`config.mk`:
```
export PLATFORM = sky130hd
export DESIGN_NAME = baud_tick_gen
export DESIGN_NICKNAME = d
export VERILOG_FILES = /design/src/rtl/baudgen_pkg.sv /design/src/rtl/baudgen_regs.sv /design/src/rtl/baudgen_prescale.sv /design/src/rtl/baudgen_counter.sv /design/src/rtl/baud_tick_gen.sv
export SDC_FILE = /design/constraint.sdc
export NUM_CORES = 1
export LEC_CHECK = 0
export BUFFER_PORTS_ARGS = -buffer_cell sky130_fd_sc_hd__buf_2
export CORE_MARGIN = 10
export CORE_UTILIZATION = 60
export CTS_CLUSTER_SIZE = 14
export DETAILED_ROUTE_END_ITERATION = 8
export PLACE_DENSITY_LB_ADDON = 0.08
export REMOVE_ABC_BUFFERS = 1
export SLEW_MARGIN = 5
export SYNTH_ARGS = -nofsm -noshare
export SYNTH_HDL_FRONTEND = slang
export SYNTH_HIERARCHICAL = 1
export SYNTH_SLANG_ARGS = --single-unit
```
`constraint.sdc`:
```
create_clock -name clk -period 3.1 [get_ports clk]
set_input_delay 0.465 -clock clk [delete_from_list [all_inputs] [get_ports clk]]
set_output_delay 0.465 -clock clk [all_outputs]
set_load 0.01 [all_outputs]
```
`src/rtl/baudgen_pkg.sv`:
```
package baudgen_pkg;
  localparam int RUN_BIT  = 15;
  localparam int FRAC_BIT = 9;
  localparam int PSEL_BIT = 8;

  typedef struct packed {
    logic run;
    logic frac_en;
    logic bypass;
  } bg_cfg_t;
endpackage

```
`src/rtl/baudgen_regs.sv`:
```
module baudgen_regs
  import baudgen_pkg::*;
#(
  parameter int DATA_W   = 16,
  parameter int RELOAD_W = 16
) (
  input  logic                clk,
  input  logic                rst,
  input  logic                wr_en,
  input  logic                wr_sel,
  input  logic [DATA_W-1:0]   wr_data,
  output bg_cfg_t             cfg_o,
  output logic [RELOAD_W-1:0] reload_o,
  output logic                start_o
);
  logic cfg_wr;
  logic rld_wr;

  assign cfg_wr  = wr_en && !wr_sel;
  assign rld_wr  = wr_en && wr_sel;
  // run bit rising: restart prescaler and counter at this same edge
  assign start_o = cfg_wr && wr_data[RUN_BIT] && !cfg_o.run;

  always_ff @(posedge clk) begin
    if (rst) begin
      cfg_o    <= '0;
      reload_o <= '0;
    end else begin
      if (cfg_wr) begin
        cfg_o.run     <= wr_data[RUN_BIT];
        cfg_o.frac_en <= wr_data[FRAC_BIT];
        cfg_o.bypass  <= wr_data[PSEL_BIT];
      end
      if (rld_wr)
        reload_o <= wr_data[RELOAD_W-1:0];
    end
  end
endmodule

```
`src/rtl/baudgen_prescale.sv`:
```
module baudgen_prescale (
  input  logic clk,
  input  logic rst,
  input  logic start_i,
  input  logic run_i,
  input  logic bypass_i,
  output logic ce_o
);
  logic half_q;

  assign ce_o = run_i && (bypass_i || half_q);

  always_ff @(posedge clk) begin
    if (rst || start_i)
      half_q <= 1'b0;
    else if (run_i)
      half_q <= !half_q;
  end
endmodule

```
`src/rtl/baudgen_counter.sv`:
```
module baudgen_counter #(
  parameter int W = 16
) (
  input  logic         clk,
  input  logic         rst,
  input  logic         start_i,
  input  logic         run_i,
  input  logic         ce_i,
  input  logic [W-1:0] reload_i,
  output logic [W-1:0] cnt_o,
  output logic         tick_o
);
  always_ff @(posedge clk) begin
    if (rst) begin
      cnt_o  <= '0;
      tick_o <= 1'b0;
    end else if (start_i) begin
      cnt_o  <= reload_i;
      tick_o <= 1'b0;
    end else if (!run_i) begin
      tick_o <= 1'b0;
    end else if (ce_i) begin
      if (cnt_o == '0) begin
        cnt_o  <= reload_i;
        tick_o <= 1'b1;
      end else begin
        cnt_o  <= cnt_o - 1'b1;
        tick_o <= 1'b0;
      end
    end else begin
      tick_o <= 1'b0;
    end
  end
endmodule

```
`src/rtl/baud_tick_gen.sv`:
```
module baud_tick_gen
  import baudgen_pkg::*;
#(
  parameter int DATA_W   = 16,
  parameter int RELOAD_W = 16
) (
  input  logic              clk,
  input  logic              rst,
  input  logic              wr_en,
  input  logic              wr_sel,
  input  logic [DATA_W-1:0] wr_data,
  output logic              tick_o
);
  bg_cfg_t             cfg_q;
  logic [RELOAD_W-1:0] reload_q;
  logic [RELOAD_W-1:0] cnt_q;
  logic                start_w;
  logic                ce_w;
  logic                run_w;
  logic                bypass_w;

  assign run_w    = cfg_q.run;
  assign bypass_w = cfg_q.bypass;

  baudgen_regs #(.DATA_W(DATA_W), .RELOAD_W(RELOAD_W)) regs_i (
    .clk(clk), .rst(rst), .wr_en(wr_en), .wr_sel(wr_sel), .wr_data(wr_data),
    .cfg_o(cfg_q), .reload_o(reload_q), .start_o(start_w)
  );

  baudgen_prescale pre_i (
    .clk(clk), .rst(rst), .start_i(start_w), .run_i(run_w),
    .bypass_i(bypass_w), .ce_o(ce_w)
  );

  baudgen_counter #(.W(RELOAD_W)) cnt_i (
    .clk(clk), .rst(rst), .start_i(start_w), .run_i(run_w), .ce_i(ce_w),
    .reload_i(reload_q), .cnt_o(cnt_q), .tick_o(tick_o)
  );
endmodule

```
Word level (Yosys, flattened, before mapping):

Cells that the tools add are included.

* bits in registers: 36
* input port bits: 20

* mux-type cells: 5
* reductions and logical operators: 15
* add/subtract/negate cells: 1
* bitwise gates (word level): 2

Operators by type and width (count)
* $mux 16: 4
* $logic_not 16->1: 1
* $sub 16x1->16 const B: 1
* $logic_and 1x1->1: 5
* $reduce_bool 2->1: 2
* $reduce_or 4->1: 1
* $logic_not 1->1: 3
* $logic_or 1x1->1: 2
* $not 1->1: 2
* $reduce_and 2->1: 1
* $mux 1: 1

Logic depth before layout (Yosys ltp):

Gate-level depths: netlist of the first run.

* depth after elaboration: 6
* mapped depth: 9
* depth with buffers taken out: 7

Modules after synthesis:

The synthesis of the first run kept the hierarchy.

Modules (own cells, without submodules)
* baudgen_counter: cells each 134, area each 1159.9 µm², seq. area each 340.3 µm², instances 1
* baudgen_regs: cells each 85, area each 894.6 µm², seq. area each 380.4 µm², instances 1
* baudgen_prescale: cells each 4, area each 46.3 µm², seq. area each 20.0 µm², instances 1

Worst setup path before layout of the first run:

No wires, ideal clock.

* path type: input -> register
* start point: in wr_sel
* end point: reg cnt_i.cnt_o[8]
* path buffers: 3
* slack: 1.064 ns
* stages: 8
* arrival: 1.904 ns
* cells stage by stage: buf_6 -> nand2b_4 -> nor3b_1 -> buf_6 -> nor2_1 -> buf_2 -> o311ai_1 -> a21oi_1

* word-level cells in the longest chain between the ends: 6
* elaborated cells on any way between the ends: 8
* those cells by class: 1 x mux; 7 x reduce/logical

RTL lines
* start, declared: line baud_tick_gen.sv:10 `input logic wr_sel,`
* $logic_not 1->1 *: line baudgen_regs.sv:19 `assign cfg_wr = wr_en && !wr_sel;`
* $logic_and 1x1->1 *: line baudgen_regs.sv:19
* $logic_and 1x1->1 * (2 in a row): line baudgen_regs.sv:22 `assign start_o = cfg_wr && wr_data[RUN_BIT] && !cfg_o.run;`
* named net start_w: line baud_tick_gen.sv:17 `logic start_w;`
* $reduce_bool 2->1 (no line)
* $reduce_and 2->1 (no line)
* end signal, assigned: line baudgen_counter.sv:18 `cnt_o <= reload_i;`
* end signal, assigned: line baudgen_counter.sv:24 `cnt_o <= reload_i;`
* end signal, assigned: line baudgen_counter.sv:27 `cnt_o <= cnt_o - 1'b1;`
* end, declared: line baudgen_counter.sv:10 `output logic [W-1:0] cnt_o,`

Mark *: on every way through the listed nets, which the timed path passes. The rest lies on a longest branch.
A chain may end at the register's enable or synchronous reset.

Final worst setup path of the first run:

* start point: reg cnt_i.cnt_o[0]
* end point: reg cnt_i.cnt_o[12]

* word-level cells in the longest chain between the ends: 5
* elaborated cells on any way between the ends: 6
* those cells by class: 1 x add/sub; 4 x mux; 1 x reduce/logical

RTL lines
* $sub 16x1->16 / $logic_not 16->1 (equally long branches): line baudgen_counter.sv:27, baudgen_counter.sv:23
* $mux 16 *: line baudgen_counter.sv:23 `if (cnt_o == '0) begin`
* $mux 16 *: line baudgen_counter.sv:22 `end else if (ce_i) begin`
* $mux 16 *: line baudgen_counter.sv:20 `end else if (!run_i) begin`
* $mux 16 *: line baudgen_counter.sv:17 `end else if (start_i) begin`

Every way passes the cells marked *; elsewhere a longest branch is shown, timed or not. The select of a mux whose other input is x is not followed.

==> results.tsv, run 1 <==
stage	metric	value	unit
route	viasPerCell	6.266	
layout	stdcell_count	282	
pwr	power	977.6	uW
sta	finalCritPeriodShare	0.7165	
worst_setup_path	r2r_end	cnt_i/cnt_o[12]	
hold_path	hp-start	wr_data[10]	
route	ant_nets	0	
pwr	peakVddDrop	0.2672	mV
grt	grt_pass1_vias	1591	
layout	final_nets	258	
route	vias	1767	
die	fp.dieH	78.66	um
worst_setup_path	worst_path_max_delay_cell	nor3b_1	
die	core-area	3337	um^2
sta	timing.hold.ws	0.3708	ns
worst_setup_path	max_stage_delay	0.60	ns
layout	antenna_cells	0	
grt	grt_usage	0.1541	
sta	slew_viol_final	0	
sta	finalWorstPathRequiredPeriod	2.221	ns
worst_setup_path	crit_chain	inv_1 > ha_1 > nor3b_1 > nand3_1 > o21a_1 > o21ai_0 > a21oi_1	
worst_setup_path	start_kind	flop	
route	drc	0	
grt	grt_max_degree	41	
worst_setup_path	path_buf_inv	1	
place	dp.cells	275	
worst_setup_path	cp_max_fo	6	
place	gp_congestion	0.8837	
route	drtIter0Drc	244	
sta	final-hold-violation-count	0	
sta	rsz0062_at_grt	no	
clock_network	clk_latency	0.34	ns
worst_setup_path	r2r-start	cnt_i/cnt_o[0]	
place	numPortBuffers	20	
route	avgRoutedWirePerCell	16.65	um
clock_network	cts.path.max_buffers	2	
worst_setup_path	rrSetupSlack	0.88	ns
place	post_dp_cell_area	2125	um^2
clock_network	clk_pin_slew	0.11	ns
clock_network	cts_sinks	36	
worst_setup_path	crit_arrival	2.41	ns
clock_network	cts_hold_buf	0	
logic_synthesis	synthCells	220	
hold_path	hp-class	in -> reg	
layout	post-route-util	0.6505	
worst_setup_path	critPathLaunch	cnt_i/cnt_o[0]	
worst_setup_path	crit_family	simple AND/OR/NAND/NOR gates	
worst_setup_path	path_depth	7	
run_status	status	finished clean	
pwr	leakage	0.7749	nW
logic_synthesis	synth_warnings	6	
layout	syn_to_final_growth	5.151	%
clock_network	cts_resized	0	
grt	overflow	0	
sta	tightest_slew	0.7729	ns
worst_setup_path	crit_path_end_kind	flop	
place	dp_slack	0.8130	ns
sta	timing.final.ws_setup	0.8787	ns
die	ios	21	
die	rows	21	
clock_network	root_buffer	clkbuf_4	
grt	antenna_found_initial	0	
clock_network	htree_levels	2	
layout	fin_area	2171	um^2
die	initial_core_util	0.6187	
sta	maxSlewHeadroom	0.4847	
worst_setup_path	crit_path_end	cnt_i/cnt_o[12]	
sta	tns	0	ns
worst_setup_path	reg2reg_depth	7	
place	dp_hpwl	3.318	mm
clock_network	cts_made_buffers	5	
route	routed_wl	4.696	mm
logic_synthesis	syn_area	2064	um^2
sta	skew	0.008881	ns
sta	setup_viol	0	
route	firstDrtPassIters	5	
clock_network	cts_tree	yes	
worst_setup_path	worst-setup-path-type	reg -> reg	
clock_network	cts_setup_buffers	0	
die	die_x	78.66	um
logic_synthesis	postSynthAreaPerCell	9.384	um^2
worst_setup_path	cp_data_required_time	3.29	ns
grt	grt_pass1_wl	7.838	mm
flow_run	maxCapViolCount	0	
pwr	p_per_area	450.3	nW/um^2
sta	fmax	0.4502	GHz
layout	drive_gt1_frac	0.2627	
die	die_area	6187	um^2
[where the power goes]
group	switching, mW	total [mW]	internal, mW
Combinational	0.150	0.240	0.0907
Clock	0.151	0.235	0.0836
Sequential	0.0205	0.503	0.482
Total	0.321	0.978	0.656
[sequential cells by signal (all words and copies together), names as in the netlist]
signal / count
cnt_i/cnt_o: 16
regs_i/reload_o: 16
regs_i/cfg_o: 2
cnt_i/tick_o: 1
pre_i/half_q: 1
[final cells by class]
cell class	instances	area, um^2
multi-input cells	166	1209
fillers	295	1166
flip-flops and latches	36	720.7
repair buffers	23	122.6
well taps	46	57.56
clock buffers	6	41.29
inverters	4	15.01
clock inverters	1	5.005
[how the worst min path moves through the flow]
stage,end,slack (ns),cells past startpoint
2_1_floorplan,cnt_i/cnt_o[6],0.43,2
3_3_place_gp,cnt_i/cnt_o[9],0.45,2
3_5_place_dp,cnt_i/cnt_o[6],0.46,2
4_1_cts,regs_i/reload_o[0],0.36,3
5_1_grt,regs_i/reload_o[11],0.36,3
6_report,regs_i/reload_o[10],0.37,3
[placed cells by master (no fill, tap or decap), types with 2 or more instances in the layout]
| master | count |
|---|---|
| a211oi_2 | 2 |
| a21bo_1 | 7 |
| a21bo_2 | 6 |
| a21oi_1 | 17 |
| a21oi_2 | 7 |
| a31oi_1 | 7 |
| and2_1 | 4 |
| buf_2 | 20 |
| buf_4 | 3 |
| clkbuf_4 | 5 |
| dfxtp_1 | 36 |
| ha_1 | 2 |
| inv_1 | 4 |
| mux2i_1 | 6 |
| nand2_1 | 13 |
| nand2b_1 | 8 |
| nand3_1 | 19 |
| nand4_1 | 3 |
| nor2_1 | 7 |
| nor3_1 | 4 |
| nor3b_1 | 2 |
| nor4_1 | 5 |
| nor4_2 | 3 |
| nor4_4 | 2 |
| nor4b_1 | 2 |
| o211ai_1 | 2 |
| o21a_1 | 3 |
| o21ai_0 | 9 |
| o311ai_0 | 2 |
[worst min-delay path, cell delays in order]
cell and delay (ns):
buf_2 0.10, nand3_1 0.06, a21oi_1 0.05
[per-layer routing]
layer | global-route usage | up-vias | wire, um
li1 | - | 863 | -
met1 | 0.2099 | 820 | 2129
met2 | 0.2303 | 77 | 2132
met3 | 0.04214 | 7 | 380
met4 | 0.04659 | 0 | 55
met5 | 0 | - | 0
Power figures use the tool's default switching activity.
==> run 2, diff against run 1 <==
CORE_UTILIZATION = 53   (was 60)
clock period = 2 ns   (was 3.1 ns; I/O delays follow)
==> run 2 against run 1 <==
  * Register-to-register slack worse by 0.75 ns
  * Clock power up 130%
  * Clock skew down 0.0021 ns
  * Count of clock-buffer cells in the layout unchanged
  * Maximum frequency up 18%
  * Total power up 81%
==> results.tsv, run 2 (synthesis gave the netlist of run 1 again) <==
stage	metric	value	unit	change
run_status	status	finished clean		
clock_network	cts_sinks	36		unchanged
layout	post-route-util	0.6283		-0.02226
grt	grt_max_degree	32		-22%
route	routed_wl	4.851	mm	+3.3%
place	post_dp_cell_area	2180	um^2	+2.6%
clock_network	cts_tree	yes		
place	dp_hpwl	3.393	mm	+2.3%
sta	finalWorstPathRequiredPeriod	1.876	ns	-0.3453 ns
route	firstDrtPassIters	4		-1
die	rows	22		+4.8%
pwr	peakVddDrop	0.4248	mV	+59%
sta	tightest_slew	0.6737	ns	-0.09924 ns
hold_path	hp-class	in -> reg		
worst_setup_path	crit_arrival	2.05	ns	-0.36 ns
layout	final_cell_mix	dfxtp_1, buf_2, nand3_1		
clock_network	clk_latency	0.29	ns	-0.05 ns
worst_setup_path	cp_data_required_time	2.17	ns	-1.12 ns
die	core-area	3716	um^2	+11%
die	initial_core_util	0.5556		-0.06312
worst_setup_path	cp_max_fo	7		+1
grt	antenna_found_initial	0		unchanged
clock_network	clk_pin_slew	0.08	ns	-0.03 ns
layout	syn_to_final_growth	13.09	%	
layout	antenna_cells	0		unchanged
clock_network	cts_hold_buf	0		unchanged
clock_network	htree_levels	2		unchanged
route	drtIter0Drc	154		-37%
route	drc	0		unchanged
clock_network	cts.path.max_buffers	2		unchanged
place	gp_congestion	0.9142		+3.5%
worst_setup_path	crit_path_end_kind	flop		
pwr	p_per_area	757.1	nW/um^2	+68%
route	vias	1780		+0.74%
route	avgRoutedWirePerCell	16.56	um	-0.58%
sta	final-hold-violation-count	0		unchanged
sta	timing.hold.ws	0.2577	ns	-0.1131 ns
die	ios	21		unchanged
grt	overflow	0		unchanged
sta	fmax	0.5330	GHz	+18%
layout	drive_gt1_frac	0.3347		+0.07198
grt	grt_pass1_vias	1744		+9.6%
layout	largestRegisters	cnt_i/cnt_o x16, regs_i/reload_o x16, regs_i/cfg_o x2		
sta	skew	0.006751	ns	-0.002130 ns
worst_setup_path	start_kind	flop		
sta	slew_viol_final	0		unchanged
sta	maxSlewHeadroom	0.5504		+0.06568
grt	grt_usage	0.1509		-0.003236
pwr	power	1.768	mW	+81%
die	fp.dieH	82.41	um	+4.8%
die	die_area	6791	um^2	+9.8%
sta	rsz0062_at_grt	no		
clock_network	cts_made_buffers	5		unchanged
clock_network	root_buffer	clkbuf_8		
route	viasPerCell	6.075		-3.0%
place	dp_slack	-0.01982	ns	-0.8328 ns
flow_run	maxCapViolCount	0		unchanged
layout	final_common_cell	dfxtp_1		
worst_setup_path	worst-setup-path-type	reg -> reg		
sta	setup_viol	0		unchanged
die	die_x	82.41	um	+4.8%
grt	grt_pass1_wl	8.245	mm	+5.2%
place	numPortBuffers	20		unchanged
layout	fin_area	2335	um^2	+7.6%
pwr	leakage	0.8470	nW	+9.3%
layout	final_nets	266		+3.1%
route	ant_nets	0		unchanged
sta	timing.final.ws_setup	0.1240	ns	-0.7547 ns
sta	finalCritPeriodShare	0.9380		+0.2215
run 2: worst paths after layout:
check | startpoint | to | slack, ns | depth (start not counted)
max reg2reg | cnt_i/cnt_o[7] | cnt_i/cnt_o[13] | 0.12 | 5
max | cnt_i/cnt_o[7] | cnt_i/cnt_o[13] | 0.12 | 5
min | wr_data[14] | regs_i/reload_o[14] | 0.26 | 3
min reg2reg | regs_i/reload_o[9] | cnt_i/cnt_o[9] | 0.47 | 2
run 2: what timing repair did:
action	in CTS	in global routing
endpoints found under the setup margin	4	14
gates resized for setup	2	9
pin swaps	1	4
setup buffers	0	1
run 2: where the power goes:
group	leakage, nW	switching (mW)	total, mW	internal, mW
clock network	0.0510	0.260	0.534	0.275
logic	0.502	0.257	0.453	0.195
registers	0.294	0.0331	0.781	0.748
run 2: critical path: stages, from the launching register on:
cell and delay, ns:
dfxtp_1 0.42, nor4_4 0.53, nand3_2 0.24, o31a_2 0.33, o21ai_0 0.15, a21oi_1 0.09
run 2: layout make-up:
class / instances / area (um^2)
sequential: 36 / 723.2
clock inverter: 2 / 10.01
timing repair buffer: 31 / 195.2
multi-input combinational: 166 / 1249
inverter: 4 / 15.01
fill: 346 / 1381
clock buffer: 6 / 82.58
tap: 48 / 60.06
run 2: routing by layer:
| metal | up-vias | routed length, um | global-route usage |
|---|---|---|---|
| li1 | 882 | - | - |
| met1 | 832 | 2430 | 0.2116 |
| met2 | 62 | 2118 | 0.2240 |
| met3 | 4 | 264 | 0.02700 |
| met4 | 0 | 38 | 0.05612 |
| met5 | - | 0 | 0 |
run 2: metrics by stage:
step	setup TNS (ns)	instances
2_1_floorplan	-5.206	206
4_1_cts	0	292
3_3_place_gp	0	284
3_5_place_dp	-0.02756	284
6_report	0	293
5_1_grt	0	293
